==> config.mk <==
export PLATFORM = sky130hd
export DESIGN_NAME = backoff_ctrl
export DESIGN_NICKNAME = d
export VERILOG_FILES = /design/src/rtl/bo_pkg.sv /design/src/rtl/bo_lfsr.sv /design/src/rtl/bo_quiet_timer.sv /design/src/rtl/bo_slot_timer.sv /design/src/rtl/backoff_ctrl.sv
export SDC_FILE = /design/constraint.sdc
export NUM_CORES = 1
export LEC_CHECK = 0
export ABC_CLOCK_PERIOD_IN_PS = 3100
export BUFFER_PORTS_ARGS = -buffer_cell sky130_fd_sc_hd__buf_2
export CORE_ASPECT_RATIO = 0.9
export CORE_MARGIN = 3
export CORE_UTILIZATION = 50
export DETAILED_ROUTE_END_ITERATION = 8
export PLACE_DENSITY = 0.78
export RECOVER_POWER = 50
export SETUP_SLACK_MARGIN = 0.4
export SYNTH_ARGS = -nofsm -noshare
export SYNTH_HDL_FRONTEND = slang
export SYNTH_HIERARCHICAL = 1
export SYNTH_SLANG_ARGS = --single-unit
==> constraint.sdc <==
create_clock -name clk -period 3.1 [get_ports clk]
set_clock_uncertainty 0.15 [all_clocks]
set_input_delay 0.465 -clock clk [delete_from_list [all_inputs] [get_ports clk]]
set_output_delay 0.465 -clock clk [all_outputs]
set_load 0.03 [all_outputs]
==> src/rtl/bo_pkg.sv <==
package bo_pkg;
  typedef enum logic [1:0] {
    ST_IDLE    = 2'd0,
    ST_DEFER   = 2'd1,
    ST_XMIT    = 2'd2,
    ST_BACKOFF = 2'd3
  } bo_state_t;
endpackage

==> src/rtl/bo_lfsr.sv <==
// Free-running Galois LFSR used as the random source.
module bo_lfsr #(
  parameter int          W    = 16,
  parameter logic [W-1:0] TAPS = 16'hB400,
  parameter logic [W-1:0] SEED = 16'hACE1
) (
  input  logic         clk,
  input  logic         rst,
  output logic [W-1:0] state_o
);
  logic [W-1:0] state_q;

  always_ff @(posedge clk) begin
    if (rst) state_q <= SEED;
    else     state_q <= {1'b0, state_q[W-1:1]} ^ (state_q[0] ? TAPS : '0);
  end

  assign state_o = state_q;

  // random source must never lock up in the all-zero state
  a_r5_lfsr_alive: assert property (@(posedge clk) disable iff (rst) state_q != '0);
endmodule

==> src/rtl/bo_quiet_timer.sv <==
// Counts consecutive idle-line cycles, saturating at the required interval.
module bo_quiet_timer #(
  parameter int QUIET_CYC = 8
) (
  input  logic clk,
  input  logic rst,
  input  logic carrier_i,
  output logic quiet_o
);
  localparam int QW = $clog2(QUIET_CYC + 1);
  logic [QW-1:0] cnt_q;

  always_ff @(posedge clk) begin
    if (rst || carrier_i)            cnt_q <= '0;
    else if (cnt_q != QW'(QUIET_CYC)) cnt_q <= cnt_q + 1'b1;
  end

  assign quiet_o = (cnt_q == QW'(QUIET_CYC));

  // a busy line at the previous edge can never leave the line reported quiet
  a_r3_quiet_after_idle: assert property (@(posedge clk) disable iff (rst)
    quiet_o |-> !$past(carrier_i));
endmodule

==> src/rtl/bo_slot_timer.sv <==
// Waits a loaded number of slots, each SLOT_CYC clock cycles long.
module bo_slot_timer #(
  parameter int SLOT_CYC = 4,
  parameter int SLOT_W   = 10
) (
  input  logic              clk,
  input  logic              rst,
  input  logic              load_i,
  input  logic [SLOT_W-1:0] slots_i,
  output logic              expired_o
);
  localparam int SUB_W = (SLOT_CYC > 1) ? $clog2(SLOT_CYC) : 1;

  logic [SLOT_W-1:0] slots_q;
  logic [SUB_W-1:0]  sub_q;

  always_ff @(posedge clk) begin
    if (rst) begin
      slots_q <= '0;
      sub_q   <= '0;
    end else if (load_i) begin
      slots_q <= slots_i;
      sub_q   <= '0;
    end else if (slots_q != '0) begin
      if (sub_q == SUB_W'(SLOT_CYC - 1)) begin
        sub_q   <= '0;
        slots_q <= slots_q - 1'b1;
      end else begin
        sub_q <= sub_q + 1'b1;
      end
    end
  end

  assign expired_o = (slots_q == '0);

  // without a new load the remaining slot count never grows
  a_r5_slots_shrink: assert property (@(posedge clk) disable iff (rst)
    !load_i |=> slots_q <= $past(slots_q));
endmodule

==> src/rtl/backoff_ctrl.sv <==
module backoff_ctrl
  import bo_pkg::*;
#(
  parameter int QUIET_CYC    = 8,
  parameter int SLOT_CYC     = 4,
  parameter int MAX_ATTEMPTS = 16,
  parameter int BACKOFF_CAP  = 10,
  parameter int LFSR_W       = 16,
  parameter logic [LFSR_W-1:0] LFSR_TAPS = 16'hB400,
  parameter logic [LFSR_W-1:0] LFSR_SEED = 16'hACE1,
  localparam int ATT_W = $clog2(MAX_ATTEMPTS + 1)
) (
  input  logic             clk,
  input  logic             rst,
  input  logic             send_req_i,
  input  logic             carrier_i,
  input  logic             collision_i,
  input  logic             tx_done_i,
  output logic             tx_en_o,
  output logic             abort_o,
  output logic             success_o,
  output logic             fail_o,
  output logic [ATT_W-1:0] attempts_o
);
  bo_state_t          state_q;
  logic [ATT_W-1:0]   attempts_q;
  logic               tx_en_q, abort_q, success_q, fail_q;
  logic [ATT_W-1:0]   next_attempt;
  logic               last_try;
  logic               quiet_ok, delay_done, load_delay;
  logic [LFSR_W-1:0]  rnd;
  logic [BACKOFF_CAP-1:0] range_mask, draw;

  bo_lfsr #(.W(LFSR_W), .TAPS(LFSR_TAPS), .SEED(LFSR_SEED)) u_lfsr (
    .clk(clk), .rst(rst), .state_o(rnd));

  bo_quiet_timer #(.QUIET_CYC(QUIET_CYC)) u_quiet (
    .clk(clk), .rst(rst), .carrier_i(carrier_i), .quiet_o(quiet_ok));

  bo_slot_timer #(.SLOT_CYC(SLOT_CYC), .SLOT_W(BACKOFF_CAP)) u_slots (
    .clk(clk), .rst(rst), .load_i(load_delay), .slots_i(draw),
    .expired_o(delay_done));

  assign next_attempt = attempts_q + 1'b1;
  assign last_try     = (next_attempt == ATT_W'(MAX_ATTEMPTS));

  // Range mask holds min(n, BACKOFF_CAP) ones for the n-th collision.
  for (genvar i = 0; i < BACKOFF_CAP; i++) begin : g_mask
    assign range_mask[i] = (i < int'(next_attempt));
  end
  assign draw       = rnd[BACKOFF_CAP-1:0] & range_mask;
  assign load_delay = (state_q == ST_XMIT) && collision_i && !last_try;

  always_ff @(posedge clk) begin
    if (rst) begin
      state_q    <= ST_IDLE;
      attempts_q <= '0;
      tx_en_q    <= 1'b0;
      abort_q    <= 1'b0;
      success_q  <= 1'b0;
      fail_q     <= 1'b0;
    end else begin
      abort_q   <= 1'b0;
      success_q <= 1'b0;
      fail_q    <= 1'b0;
      case (state_q)
        ST_IDLE: if (send_req_i) begin
          state_q    <= ST_DEFER;
          attempts_q <= '0;
        end
        ST_DEFER: if (quiet_ok) begin
          state_q <= ST_XMIT;
          tx_en_q <= 1'b1;
        end
        ST_XMIT: if (collision_i) begin
          tx_en_q    <= 1'b0;
          abort_q    <= 1'b1;
          attempts_q <= next_attempt;
          if (last_try) begin
            fail_q  <= 1'b1;
            state_q <= ST_IDLE;
          end else begin
            state_q <= ST_BACKOFF;
          end
        end else if (tx_done_i) begin
          tx_en_q    <= 1'b0;
          success_q  <= 1'b1;
          attempts_q <= '0;
          state_q    <= ST_IDLE;
        end
        ST_BACKOFF: if (delay_done) state_q <= ST_DEFER;
        default: state_q <= ST_IDLE;
      endcase
    end
  end

  assign tx_en_o    = tx_en_q;
  assign abort_o    = abort_q;
  assign success_o  = success_q;
  assign fail_o     = fail_q;
  assign attempts_o = attempts_q;

  // abort ends a transmission that was running
  a_r4_abort_ends_tx: assert property (@(posedge clk) disable iff (rst)
    abort_o |-> (!tx_en_o && $past(tx_en_o)));
  // abort is a single-cycle pulse
  a_r4_abort_pulse: assert property (@(posedge clk) disable iff (rst)
    abort_o |=> !abort_o);
  // success ends a transmission and clears the count
  a_r6_success_ends_tx: assert property (@(posedge clk) disable iff (rst)
    success_o |-> (!tx_en_o && $past(tx_en_o) && attempts_o == '0));
  // success and abort never coincide
  a_r7_no_both: assert property (@(posedge clk) disable iff (rst)
    !(success_o && abort_o));
  // failure only with abort at the limit
  a_r8_fail_at_limit: assert property (@(posedge clk) disable iff (rst)
    fail_o |-> (abort_o && attempts_o == ATT_W'(MAX_ATTEMPTS)));
  // count never passes the limit
  a_r8_count_bound: assert property (@(posedge clk) disable iff (rst)
    attempts_o <= ATT_W'(MAX_ATTEMPTS));
  // outputs are idle right after reset
  a_r1_reset_idle: assert property (@(posedge clk)
    $past(rst) |-> (!tx_en_o && !abort_o && !success_o && !fail_o));
endmodule

==> results of run 1 <==
==> power groups by stage <==
stage                     combinational [mW]  sequential, mW  clock (mW)
after CTS                              0.263           0.618       0.369
after global placement                 0.256           0.629           0
after floorplan                        0.184           0.639           0
final                                  0.261           0.619       0.357
after detailed placement               0.260           0.630           0
after global routing                   0.288           0.623       0.394
==> cells by family (layout without fill, tap and decap cells) <==
logic type	count (synthesis)	count (layout)	synth area share [%]
and+or+nand+nor	95	95	26.1
AOI/OAI and AO/OA	47	47	17.1
DFF	43	43	38.3
buffers and inverters	21	38	5.01
xor gates and xnor gates	11	11	4.29
adders and majority gates	10	10	5.57
muxes	7	7	3.62
==> registers in the layout (all words and copies together), names as in the netlist <==
name,cells
tx_en_o,1
fail_o,1
u_slots/sub_q,2
abort_o,1
u_quiet/cnt_q,4
attempts_o,5
u_lfsr/state_o,16
u_slots/slots_q,10
success_o,1
state_q,2
==> final timing paths <==
kind                                   start  slack (ps)                            end
max          u_slots/slots_q[1]$_SDFFE_PP0P_         570        state_q[1]$_SDFFE_PP0P_
min            u_lfsr/state_o[12]$_SDFF_PP0_         270  u_lfsr/state_o[11]$_SDFF_PP1_
max reg2reg  u_slots/slots_q[1]$_SDFFE_PP0P_         570        state_q[1]$_SDFFE_PP0P_
min reg2reg    u_lfsr/state_o[12]$_SDFF_PP0_         270  u_lfsr/state_o[11]$_SDFF_PP1_
==> layer usage <==
| metal | wire length, um | vias up |
|---|---|---|
| li1 | - | 872 |
| met1 | 2180 | 788 |
| met2 | 1970 | 37 |
| met3 | 205 | 5 |
| met4 | 43 | 0 |
| met5 | 0 | - |
==> critical path: cells and delay by family, from the launching register on <==
family          cells  cell delay, ps
simple gates        4            1140
compound gates      2             520
flops               1             350
fa+ha+maj           1             190
buf+inv             1             100
==> synth_stat cells, drive strengths merged, types with 2 or more instances <==
library cell,instances,area [um2]
dfxtp,43,861
nor2,21,81.3
inv,11,41.3
a21oi,10,53.8
ha,10,125
nand2,9,33.8
nor3,9,56.3
xnor2,8,70.1
nor3b,7,63.8
o21ai,7,35.0
a211oi,6,45.0
and2b,6,45.0
nand3,6,30.0
or2,6,37.5
a311oi,5,43.8
buf,5,52.6
nand2b,5,31.3
nor2b,5,31.3
and3,4,30.0
clkbuf,4,15.0
mux2i,4,40.0
o21a,4,30.0
mux2,3,41.3
nor4,3,25.0
o31a,3,28.8
or4b,3,30.0
xor2,3,26.3
or3,2,12.5
or4,2,18.8
==> final cells by class <==
class / count / area [um2] / area share [%]
clock buffer: 6 / 82.6 / 3.39
tap: 60 / 75.1 / 3.08
sequential: 43 / 861 / 35.4
inverter: 12 / 48.8 / 2.00
clock inverter: 1 / 5.00 / 0.206
timing repair buffer: 19 / 96.3 / 3.96
multi-input combinational: 170 / 1270 / 52.0
==> what timing repair did <==
item	4_1_cts	5_1_grt
gates resized for setup	0	3
setup endpoints to repair	0	9
hold buffers	0	0
hold endpoints to repair	0	0
==> impl_metrics.csv, run 1 <==
group,metric,value,unit
outcome,status,"finished, final reports clean",
floorplanning,die_x,76.6,um
global_routing,grt_pass1_vias,1581,
power_and_ir_drop,finalPower,1.24,mW
floorplanning,dieArea,0.00533,mm2
synthesis,synth_async_sr_flop_share,0,%
clocking,cts_buffers,5,
global_routing,grt_pass1_wl,7.27,mm
global_routing,grt_usage,16.9,%
routing,drt-total-wl,4.40,mm
clocking,cts_max_path_buffers,2,
global_routing,grtUsageMet1,23.7,%
power_and_ir_drop,clkPwrFrac,28.9,%
floorplanning,die_y,69.6,um
global_routing,grt_max_degree,25,
global_routing,gr-total-overflow,0,
min_path,hold_class,"reg2reg",
synthesis,synthFlopType,"dfxtp_1",
synthesis,synth-edff-count,0,
final_layout,stdcell_area,0.00243,mm2
critical_path,reg2reg_depth,8,
sta,min_period_over_period,81.6,%
final_layout,final_common_cell,"dfxtp_1",
clocking,clock-sinks,43,
power_and_ir_drop,combPwrFrac,21.1,%
sta,tightest_slew,913,ps
floorplanning,core_area,0.00421,mm2
clocking,clkTransAtPathRegs,70,ps
power_and_ir_drop,power_density,508,mW/mm2
final_layout,finalNonFillerCells,311,
global_routing,busiest_layer,"met2",
floorplanning,initial_core_util,53.3,%
synthesis,ys_warn_count,6,
place,dp_cells,304,
power_and_ir_drop,power.internal,0.875,mW
floorplanning,io_pins,15,
clocking,clkLatencyLatePin,290,ps
critical_path,worstSetupPathType,"reg2reg",
critical_path,endpoint_kind,"flop",
sta,finalHoldViolCount,0,
synthesis,synth-seq-area-share,38.3,%
critical_path,arrival,2590,ps
clocking,htreeDepth,2,
clocking,cts_root_buffer,"clkbuf_8",
critical_path,path_max_fanout,5,
sta,finalMaxSlewViolations,0,
sta,timing.slew.headroom,39.1,%
sta,finalWorstPathRequiredPeriod,2530,ps
global_routing,grt_util_met2,26.0,%
final_layout,final_cell_mix,"dfxtp_1, nor2_1, inv_1, ha_1",
synthesis,syn_area,0.00225,mm2
routing,vias_per_cell,5.47,
final_layout,fin_util,57.8,%
sta,setup_violations,0,
sta,hold_slack,265,ps
place,place_ws,560,ps
run,maxCapViolCount,0,
final_layout,n_fill_cell,383,
routing,drc,0,
sta,fmax,395,MHz
global_routing,grtUsageMet3,3.51,%
critical_path,crit_required,3160,ps
synthesis,syn_inst,234,
power_and_ir_drop,seq_power_share,50.0,%
place,io_buffers,14,
routing,dr.pass1.iters,4,
power_and_ir_drop,vdd_drop_max,0.447,mV
critical_path,cp_slowest_cell,"or4b_2",
final_layout,antennaDiodeCount,0,
synthesis,synth_nets,250,
global_routing,antenna_found_initial,0,
power_and_ir_drop,p_leak,0.961,nW
sta,setup_ws,571,ps
sta,rsz0062_at_grt,"false",
power_and_ir_drop,p_switching,0.362,mW
critical_path,max_stage_delay,700,ps
critical_path,start_kind,"flop",
place,dp_hpwl,3.18,mm
final_layout,syn2layout_area_growth,8.41,%
power_and_ir_drop,swShare,29.2,%
sta,tns,0,ps
synthesis,ys_ff_latch,43,
min_path,hold_depth,1,
place,place_area,0.00236,mm2
critical_path,worstPathCellList,"inv_1 -> ha_1 -> or4b_2 -> nor3_4 -> nor2b_1 -> a2111oi_4 -> nand3b_1 -> o221ai_1",
final_layout,nNetsFinal,267,
final_layout,final_layout_size_suffix_gt1_share,15.1,%
routing,wl_per_cell,14.1,um
clocking,tritoncts,"yes",
synthesis,syn_avg_cell_area,9.60,um2
synthesis,yosysUniqueCellTypes,61,
routing,postRouteAntennaNets,0,
routing,vias,1702,
clocking,cts_setup_buffers,0,
routing,initialDrtViolationCount,116,
floorplanning,row_count,22,
place,gp_congestion,0.835,
Power figures use the tool's default switching activity.
==> run 2: changes to the inputs <==
--- a/config.mk
+++ b/config.mk
@@ -5,7 +5,7 @@
 export SDC_FILE = /design/constraint.sdc
 export NUM_CORES = 1
 export LEC_CHECK = 0
-export ABC_CLOCK_PERIOD_IN_PS = 3100
+export ABC_CLOCK_PERIOD_IN_PS = 2350
 export BUFFER_PORTS_ARGS = -buffer_cell sky130_fd_sc_hd__buf_2
 export CORE_ASPECT_RATIO = 0.9
 export CORE_MARGIN = 3
==> constraint.sdc (replaced) <==
create_clock -name clk -period 2.35 [get_ports clk]
set_clock_uncertainty 0.15 [all_clocks]
set_input_delay 0.3525 -clock clk [delete_from_list [all_inputs] [get_ports clk]]
set_output_delay 0.3525 -clock clk [all_outputs]
set_load 0.03 [all_outputs]
==> run 2 against run 1 <==
Net effect:
- worst setup slack worse by 370 ps
- global-route usage up 3.8 points
- first-iteration DRC count shrank 36%
- cell count is 9.3% higher
- total power increased by 49%
- critical path depth grew 1
- sequential share of layout area fell by 4.9 points
- clock power rose by 67%
- die area unchanged
- register-to-register slack lost 370 ps
- non-clock buffer count increased by 27
- utilization rose by 10 points
- critical path type unchanged
==> impl_metrics.csv, run 2 (same netlist as run 1, synthesis figures left out) <==
group,metric,value,unit
outcome,status,"finished, final reports clean",
critical_path,critical_path_depth,9,
clocking,clkTransAtPathRegs,80,ps
final_layout,stdcell_area,0.00287,mm2
place,gp_congestion,0.875,
global_routing,antenna_found_initial,0,
run,maxCapViolCount,0,
routing,wl_met1,2.55,mm
critical_path,path_max_fanout,4,
critical_path,worstPathCellList,"inv_2 -> ha_4 -> or4b_4 -> nor3_4 -> nor2b_2 -> a2111oi_4 -> buf_4 -> nor2_2 -> a311oi_1",
routing,dr.pass1.iters,4,
final_layout,final_cell_mix,"dfxtp_1, buf_4, nor2_1, buf_2",
final_layout,fin_util,68.2,%
sta,min_period_over_period,91.2,%
routing,vias_per_cell,5.62,
critical_path,cp_slowest_cell,"or4b_4",
sta,timing.slew.headroom,12.7,%
global_routing,grt_usage,20.7,%
sta,setup_violations,0,
sta,finalMaxSlewViolations,0,
sta,fmax,466,MHz
power_and_ir_drop,vdd_drop_max,0.439,mV
critical_path,crit_required,2390,ps
sta,finalWorstPathRequiredPeriod,2140,ps
routing,postRouteAntennaNets,0,
routing,wl_per_cell,15.8,um
min_path,hold_depth,2,
routing,drc,0,
final_layout,syn2layout_area_growth,27.8,%
routing,dr_wl_met2,2.53,mm
place,place_ws,40.3,ps
routing,wl_met3,222,um
floorplanning,die_y,69.6,um
final_layout,nNetsFinal,295,
place,dp_hpwl,3.43,mm
floorplanning,io_pins,15,
final_layout,final_layout_size_suffix_gt1_share,34.3,%
clocking,cts_max_path_buffers,2,
sta,finalHoldViolCount,0,
place,io_buffers,14,
final_layout,final_common_cell,"dfxtp_1",
global_routing,grt_pass1_wl,8.94,mm
critical_path,endpoint_kind,"flop",
sta,setup_ws,206,ps
final_layout,largest_register_ffs,16,
routing,vias,1910,
place,place_area,0.00252,mm2
clocking,tritoncts,"yes",
min_path,hold_class,"in2reg",
power_and_ir_drop,p_leak,1.14,nW
routing,drt-total-wl,5.37,mm
final_layout,finalNonFillerCells,340,
global_routing,grt_max_degree,33,
global_routing,gr-total-overflow,0,
critical_path,reg2reg_depth,9,
clocking,htreeDepth,2,
routing,highest-signal-layer,"met4",
global_routing,grt_pass1_vias,1868,
critical_path,start_kind,"flop",
critical_path,cp_top_family,"simple AND/OR/NAND/NOR gates",
place,dp_cells,309,
floorplanning,dieArea,0.00533,mm2
clocking,cts_root_buffer,"clkbuf_8",
floorplanning,die_x,76.6,um
floorplanning,initial_core_util,53.3,%
power_and_ir_drop,power_density,641,mW/mm2
routing,initialDrtViolationCount,74,
critical_path,crit_buf_inv,2,
sta,rsz0062_at_grt,"true",
clocking,clkLatencyLatePin,300,ps
clocking,clock-sinks,43,
final_layout,antennaDiodeCount,0,
sta,tightest_slew,1310,ps
critical_path,worstSetupPathType,"reg2reg",
floorplanning,row_count,22,
critical_path,arrival,2190,ps
critical_path,max_stage_delay,470,ps
floorplanning,core_area,0.00421,mm2
clocking,cts_buffers,5,
sta,tns,0,ps
==> run 2: worst paths after layout <==
| check | to | slack [ps] | from |
|---|---|---|---|
| worst min-delay path | u_quiet/cnt_q[2]$_SDFFE_PP0P_ | 170 | carrier_i |
| worst max-delay path | state_q[0]$_SDFFE_PP0P_ | 210 | u_slots/slots_q[1]$_SDFFE_PP0P_ |
| worst min register to register | u_lfsr/state_o[6]$_SDFF_PP1_ | 280 | u_lfsr/state_o[7]$_SDFF_PP1_ |
| worst max register to register | state_q[0]$_SDFFE_PP0P_ | 210 | u_slots/slots_q[1]$_SDFFE_PP0P_ |
==> run 2: power breakdown <==
part | total [mW] | internal [mW] | switching [mW]
Sequential | 0.822 | 0.779 | 0.0427
Combinational | 0.421 | 0.193 | 0.229
Clock | 0.596 | 0.344 | 0.252
Total | 1.84 | 1.32 | 0.524
==> run 2: repair_timing <==
action | 4_1_cts | 5_1_grt
gates resized for setup | 10 | 12
hold buffers | 0 | 0
endpoints found under the setup margin | 14 | 17
pin swaps | 7 | 7
buffers inserted | 16 | 6
gates cloned | 1 | 0
==> run 2: layout make-up <==
cell class,count,area [um2]
clock buffers,6,82.6
clock inverters,2,35.0
fillers,337,1340
inverters,12,62.6
multi-input cells,170,1420
flip-flops and latches,43,875
well taps,60,75.1
repair buffers,46,308
repair inverters,1,11.3
==> run 2: per-stage QoR <==
stage,power [mW],hold WS [ps]
6_report,1.84,165
3_3_place_gp,1.19,245
2_1_floorplan,1.10,235
3_5_place_dp,1.19,259
5_1_grt,1.93,171
4_1_cts,1.83,156
==> run 2: layer usage <==
layer  up-vias  global-route usage [%]
li1        928                       -
met1       938                    29.2
met2        35                    32.2
met3         9                    4.42
met4         0                    5.23
met5         -                       0
==> run 2: worst reg2reg max path, delay by kind of cell, from the launching register on <==
kind	cells	cell delay [ps]
buf+inv	2	280
simple gates	4	730
fa+ha+maj	1	130
flops	1	330
compound gates	2	420
==> run 3: changes to the inputs <==
--- a/config.mk
+++ b/config.mk
@@ -5,12 +5,14 @@
 export SDC_FILE = /design/constraint.sdc
 export NUM_CORES = 1
 export LEC_CHECK = 0
+export ABC_AREA = 1
 export ABC_CLOCK_PERIOD_IN_PS = 2350
 export BUFFER_PORTS_ARGS = -buffer_cell sky130_fd_sc_hd__buf_2
 export CORE_ASPECT_RATIO = 0.9
 export CORE_MARGIN = 3
 export CORE_UTILIZATION = 50
 export DETAILED_ROUTE_END_ITERATION = 8
+export GPL_TIMING_DRIVEN = 0
 export PLACE_DENSITY = 0.78
 export RECOVER_POWER = 50
 export SETUP_SLACK_MARGIN = 0.4
==> constraint.sdc (replaced) <==
create_clock -name clk -period 2.35 [get_ports clk]
set_clock_uncertainty 0.15 [all_clocks]
set_input_delay 0.3525 -clock clk [delete_from_list [all_inputs] [get_ports clk]]
set_output_delay 0.3525 -clock clk [all_outputs]
set_load 0.02 [all_outputs]
==> run 3 against run 2 <==
Net effect:
- total power is 4.8% higher
- via count is 9.9% higher
- die area is 1.6% higher
- first-iteration DRC count rose by 9.5%
- synthesized cell count increased by 42%
- synthesized area grew 1.7%
- non-clock buffer count down 12
- clock power fell by 1%
- sequential share of layout area rose by 0.37 points
- cell count rose by 26%
- register-to-register slack better by 250 ps
- cell area decreased by 1.5%
- largest cell class unchanged
- highest routed layer unchanged
==> impl_metrics.csv, run 3 <==
group,metric,value,unit
synthesis,synthFlopType,"dfxtp_1",
sta,finalMaxSlewViolations,0,
sta,finalHoldViolCount,0,
clocking,clkLatencyLatePin,300,ps
sta,setup_violations,0,
run,maxCapViolCount,0,
place,io_buffers,14,
routing,initialDrtViolationCount,81,
routing,vias_per_cell,4.88,
critical_path,rrSetupSlack,450,ps
sta,fmax,527,MHz
routing,drc,0,
global_routing,grt_util_met2,29.2,%
routing,postRouteAntennaNets,0,
sta,finalWorstPathRequiredPeriod,1900,ps
routing,wl_per_cell,11.8,um
place,gp_congestion,0.852,
global_routing,antenna_found_initial,0,
final_layout,fin_util,66.7,%
synthesis,synth-seq-area-share,37.7,%
min_path,hold_class,"in2reg",
synthesis,syn_inst,333,
floorplanning,dieArea,0.00542,mm2
global_routing,grt_pass1_vias,1876,
final_layout,syn2layout_area_growth,23.8,%
synthesis,synth_nets,349,
synthesis,syn_avg_cell_area,6.86,um2
synthesis,synthTopCellsByCount,"nand2_1, inv_1, nor2_1",
synthesis,synth_top_cell_by_area,"dfxtp_1",
global_routing,grtUsageMet3,4.25,%
clocking,tritoncts,"yes",
global_routing,busiest_layer,"met2",
sta,rsz0062_at_grt,"true",
global_routing,grt_pass1_wl,8.19,mm
critical_path,path_max_fanout,4,
clocking,clock-sinks,43,
final_layout,antennaDiodeCount,0,
power_and_ir_drop,power.internal,1.31,mW
sta,tightest_slew,563,ps
final_layout,nNetsFinal,385,
final_layout,final_cell_mix,"nand2_1, inv_1, nor2_1, dfxtp_1, nand3_1",
synthesis,syn_area,0.00228,mm2
power_and_ir_drop,power_density,682,mW/mm2
floorplanning,die_x,77.3,um
critical_path,worstSetupPathType,"reg2reg",
clocking,clkTransAtPathRegs,80,ps
critical_path,endpoint_kind,"flop",
synthesis,synth-edff-count,0,
min_path,whs_endpoint,"success_o$_SDFF_PP0_",
clocking,cts_max_path_buffers,2,
clocking,cts_root_buffer,"clkbuf_8",
min_path,min_from,"collision_i",
clocking,htreeDepth,2,
critical_path,start_kind,"flop",
floorplanning,core_area,0.00424,mm2
place,dp_hpwl,3.38,mm
power_and_ir_drop,seq_power_share,43.5,%
final_layout,final_layout_size_suffix_gt1_share,24.6,%
place,place_ws,228,ps
floorplanning,die_y,70.1,um
routing,dr.pass1.iters,4,
final_layout,largest_register_ffs,16,
sta,timing.slew.headroom,62.4,%
routing,drt-total-wl,5.07,mm
floorplanning,row_count,22,
synthesis,yosysUniqueCellTypes,38,
global_routing,grtUsageMet1,24.2,%
critical_path,r2r_end,"state_q[1]$_SDFFE_PP0P_",
synthesis,synth.most_common_cell,"nand2_1",
floorplanning,io_pins,15,
power_and_ir_drop,vdd_drop_max,0.555,mV
routing,vias,2100,
power_and_ir_drop,combPwrFrac,26.0,%
sta,setup_ws,453,ps
final_layout,stdcell_area,0.00283,mm2
power_and_ir_drop,clkPwrFrac,30.5,%
place,place_area,0.00243,mm2
clocking,cts_buffers,5,
outcome,status,"finished, final reports clean",
synthesis,synth_async_sr_flop_share,0,%
final_layout,final_common_cell,"nand2_1",
floorplanning,initial_core_util,53.9,%
power_and_ir_drop,swShare,32.0,%
critical_path,crit_required,2430,ps
synthesis,ys_ff_latch,43,
global_routing,gr-total-overflow,0,
power_and_ir_drop,p_leak,1.35,nW
critical_path,r2r-start,"u_slots/slots_q[1]$_SDFFE_PP0P_",
synthesis,synth_top_area_share,37.7,%
synthesis,ys_warn_count,6,
sta,tns,0,ps
min_path,hold_depth,2,
critical_path,arrival,1980,ps
sta,min_period_over_period,80.7,%
global_routing,grt_max_degree,16,
critical_path,reg2reg_depth,13,
power_and_ir_drop,p_switching,0.616,mW
global_routing,grt_usage,18.5,%
synthesis,ys_top_cells_by_area,"dfxtp_1, nand2_1, inv_1",
[run 3: worst max-delay path by stage]
stage                                          startpoint                         endpoint  cells after the start
after floorplan                attempts_o[1]$_SDFFE_PP0P_  u_slots/slots_q[2]$_SDFFE_PP0P_                     11
after global placement         attempts_o[0]$_SDFFE_PP0P_  u_slots/slots_q[3]$_SDFFE_PP0P_                     13
after detailed placement       attempts_o[1]$_SDFFE_PP0P_  u_slots/slots_q[2]$_SDFFE_PP0P_                     11
after CTS                 u_slots/slots_q[0]$_SDFFE_PP0P_          state_q[1]$_SDFFE_PP0P_                     13
after global routing      u_slots/slots_q[1]$_SDFFE_PP0P_          state_q[1]$_SDFFE_PP0P_                     13
final                     u_slots/slots_q[1]$_SDFFE_PP0P_          state_q[1]$_SDFFE_PP0P_                     13
[run 3: critical path: stages, from the launching register on]
cell and delay (ps):
dfxtp_2 330, inv_2 80, ha_4 150, inv_2 30, nor2_1 70, nand2_1 90, nor2_2 140, nand2_2 90
inv_2 70, o21ai_2 40, or2_1 250, nor2_2 140, nand2_1 70, a21oi_2 120
[run 3: timing repair]
action	CTS	global route
setup endpoints to repair	14	14
setup buffers	0	14
hold endpoints to repair	0	0
gates resized for setup	14	41
hold buffers	0	0
gates cloned	0	1
pin swaps	0	22
[run 3: per-stage QoR]
stage | instances | hold WS, ps | total power [mW]
4_1_cts | 415 | 66.0 | 1.86
3_3_place_gp | 407 | 237 | 1.24
2_1_floorplan | 333 | 235 | 1.17
6_report | 430 | 78.2 | 1.93
3_5_place_dp | 407 | 248 | 1.26
5_1_grt | 430 | 78.7 | 2.04
[run 3: area by class of cell]
cell class	count	area, um2
multi-input combinational	225	1280
inverter	60	238
clock inverter	3	46.3
buffer	5	41.3
clock buffer	5	68.8
sequential	43	872
fill	357	1410
timing repair buffer	29	206
tap	60	75.1
[run 3: cells by family after synthesis]
kind of cell,synth area share (%)
adder cells (fa/ha/maj),5.48
AND/OR/NAND/NOR,34.7
XOR/XNOR,0.767
buffers and inverters,11.2
flip-flops,37.7
AO/OA/AOI/OAI,10.2
[run 3: layer usage]
metal / wire length, um / share of wire, % / vias up
met3: 183 / 3.6 / 5
met1: 2320 / 46 / 961
met2: 2500 / 49 / 35
li1: - / - / 1099
met4: 64 / 1.3 / 0
met5: 0 / 0 / -
[run 3: power by group through the flow]
stage	Sequential, mW	Combinational (mW)	Clock, mW
finish	0.838	0.502	0.588
global route	0.849	0.567	0.623
CTS	0.839	0.411	0.606
detailed placement	0.854	0.405	0
global placement	0.850	0.395	0
floorplan	0.860	0.306	0
